### config.mk
export PLATFORM = sky130hd
export DESIGN_NAME = tagchk_nib_cmp
export DESIGN_NICKNAME = d
export VERILOG_FILES = /design/src/rtl/tagchk_nib_cmp.sv
export SDC_FILE = /design/constraint.sdc
export NUM_CORES = 1
export LEC_CHECK = 0
export ABC_CLOCK_PERIOD_IN_PS = 2150
export BUFFER_PORTS_ARGS = -buffer_cell sky130_fd_sc_hd__buf_2
export CAP_MARGIN = 20
export CORE_AREA = 2 2 39 41
export DETAILED_ROUTE_END_ITERATION = 7
export DIE_AREA = 0 0 41 43
export PLACE_DENSITY = 0.52
export SETUP_SLACK_MARGIN = 0.4
export SYNTH_ARGS = -nofsm -noshare
export SYNTH_HDL_FRONTEND = slang
export SYNTH_SLANG_ARGS = --single-unit
### constraint.sdc
create_clock -name vclk -period 2.15
set_clock_uncertainty 0.05 [all_clocks]
set_input_delay 0.3225 -clock vclk [all_inputs]
set_output_delay 0.3225 -clock vclk [all_outputs]
set_load 0.01 [all_outputs]
### src/rtl/tagchk_nib_cmp.sv
module tagchk_nib_cmp #(
  parameter int CW = 6
) (
  input  logic [7:0]    byte_i,
  input  logic [3:0]    tag_i,
  input  logic          odd_i,
  input  logic [CW-1:0] left_i,
  output logic          mis_o,
  output logic          pos_o,
  output logic [1:0]    used_o,
  output logic          fin_o
);
  logic [7:0] diff;
  logic lo_bad, hi_bad;

  assign diff   = byte_i ^ {tag_i, tag_i};
  assign lo_bad = |diff[3:0];
  assign hi_bad = |diff[7:4];

  always_comb begin
    mis_o  = 1'b0;
    pos_o  = 1'b0;
    used_o = 2'd1;
    if (odd_i) begin
      mis_o = hi_bad;
    end else if (lo_bad) begin
      mis_o = 1'b1;
    end else if (left_i > CW'(1)) begin
      used_o = 2'd2;
      mis_o  = hi_bad;
      pos_o  = 1'b1;
    end
  end

  assign fin_o = mis_o || (left_i == CW'(used_o));
endmodule

==> impl_metrics.csv <==
group,metric,value,unit
setup_path,critical_path_class,"primary input to output pin",
placed_design,placed_area,305,sq um
setup_path,path_max_fanout,3,
cells_and_area,postLayoutCellArea,318,sq um
timing,hold_ws,966,ps
cells_and_area,nFillCells,166,
pwr,p_per_area,160,mW/mm^2
setup_path,critPathLaunchType,"primary input",
grt,grt_pass1_vias,208,
setup_path,cp.required,1780,ps
pwr,ir_drop,0.0000458,V
cells_and_area,drive_above_1_share,60.0,%
route,drt-total-wl,505,microns
timing,maxSlewViolCount,0,
timing,min_period_over_period,81.6,%
cells_and_area,seq_cell_count,0,
cells_and_area,syn2layout_area_growth,84.1,%
worst_hold_path,hp-class,"primary input to output pin",
route,drt_pass1_iterations,1,
placed_design,io_buffer_count,24,
timing,setup_violations,0,
placed_design,dpl.cell_count,61,
setup_path,crit_path_end_kind,"output pin",
yosys,synth_seq_area_share,0,%
route,viasPerCell,4.05,
yosys,syn-num-nets,41,
cells_and_area,multi_input_area,178,sq um
yosys,synth.distinct_cells,16,
timing,worstMarginPinSlew,277,ps
timing,finalHoldViolCount,0,
yosys,syn_area,173,sq um
timing,rsz0062_at_grt,"true",
route,vias,247,
cells_and_area,nClkBuffers,0,
floorplan,die-height,43,microns
clock_network,hold_buffers,0,
cells_and_area,ff_latch_area,0,sq um
yosys,synth_cells,22,
grt,grt_max_degree,7,
grt,track_usage,5.99,%
route,detail-route-antenna-nets,0,
floorplan,core-area,0.00138,sq mm
grt,grt_pass1_wl,786,microns
timing,slew_headroom,81.4,%
yosys,yosys_warnings,0,
cells_and_area,fin_cells,61,
grt,grt.overflow.total,0,
placed_design,place.gp.congestion,0.657,
cells_and_area,antenna_cells,0,
yosys,synth.avg_cell_area,7.85,sq um
floorplan,dieArea,0.00176,sq mm
route,drt_iter0_markers,0,
pwr,leakage,0.149,nW
setup_path,cp.arrival,1380,ps
floorplan,initial_core_util,12.5,%
timing,finalCriticalPeriod,1750,ps
floorplan,ioPinCount,24,
route,drc,0,
outcome,status,"finished, final reports clean",
timing,clock.fmax,570,MHz
route,wl_per_cell,8.28,microns
grt,antenna_found_initial,0,
cells_and_area,fin_nets,66,
flow_run,drv_cap,0,
placed_design,hpwl,494,microns
timing,tns,0,ps
floorplan,std_cell_rows,14,
floorplan,chipWidth,41,microns
-- worst paths after layout --
kind	from	endpoint	slack, ps	cells past startpoint
setup / recovery	left_i[5]	fin_o	400	5
hold / removal	odd_i	pos_o	970	3
-- where the power goes --
group / total (W) / internal, W / switching [W] / leakage (nW)
Clock: 0 / 0 / 0 / 0
Sequential: 0 / 0 / 0 / 0
Combinational: 0.0000510 / 0.0000272 / 0.0000238 / 0.149
-- logic make-up (layout without fill, tap and decap cells) --
group           after synthesis  in the layout  share of synthesized area [%]
simple gates                 10             10                           42.0
xor+xnor                      8              8                           40.6
compound gates                3              3                           13.0
buf+inv                       1             24                           4.35
-- synth_stat cells, drive strengths merged --
cell,instances,area [sq um]
xnor2,4,35.0
xor2,4,35.0
nor3,2,15.0
and2b,1,7.51
and4,1,8.76
buf,1,7.51
nand4,1,6.26
nor2,1,3.75
nor3b,1,7.51
nor4,1,6.26
o21bai,1,7.51
o221ai,1,8.76
o22ai,1,6.26
or3,1,6.26
or4,1,11.3
-- metal layers --
| metal | vias to the layer above | track usage [%] | wire (microns) |
|---|---|---|---|
| met5 | - | 0 | 0 |
| met4 | 0 | 0 | 0 |
| met3 | 0 | 0 | 66 |
| met2 | 16 | 10.3 | 229 |
| met1 | 101 | 8.54 | 210 |
| li1 | 130 | - | - |
-- critical path: stages --
cell and delay, ps:
buf_2 90, or4_4 560, nor3_4 140, o221ai_1 110
buf_2 160
-- repair_timing --
item | 4_1_cts | 5_1_grt
cloned | 0 | 0
buffers inserted | 0 | 0
setup endpoints to repair | 1 | 5
resized for setup | 1 | 1
pin swaps | 0 | 0
-- metrics by stage --
step / worst slack (ps) / util [%] / total power, W
global placement: 387 / 22.1 / 0.0000487
global route: 356 / 23.0 / 0.0000572
detailed placement: 374 / 22.1 / 0.0000491
floorplan: 575 / - / 0.0000220
finish: 396 / 23.0 / 0.0000510
CTS: 378 / 22.5 / 0.0000503
-- cells in the final DEF, fill, tap and decap left out --
master	instances
nor2_1	1
o22ai_1	1
nand4_1	1
or3_1	1
buf_2	24
nor4_2	1
xnor2_1	4
or4_4	1
nor3_1	1
o221ai_1	1
and2b_1	1
and4_1	1
nor3_4	1
o21bai_1	1
xor2_1	4
nor3b_1	1
-- area by class of cell --
cell class / instances / area share [%]
multi-input cells: 21 / 55.9
repair buffers: 24 / 37.8
well taps: 16 / 6.30
(Power assumes the default switching activity.)
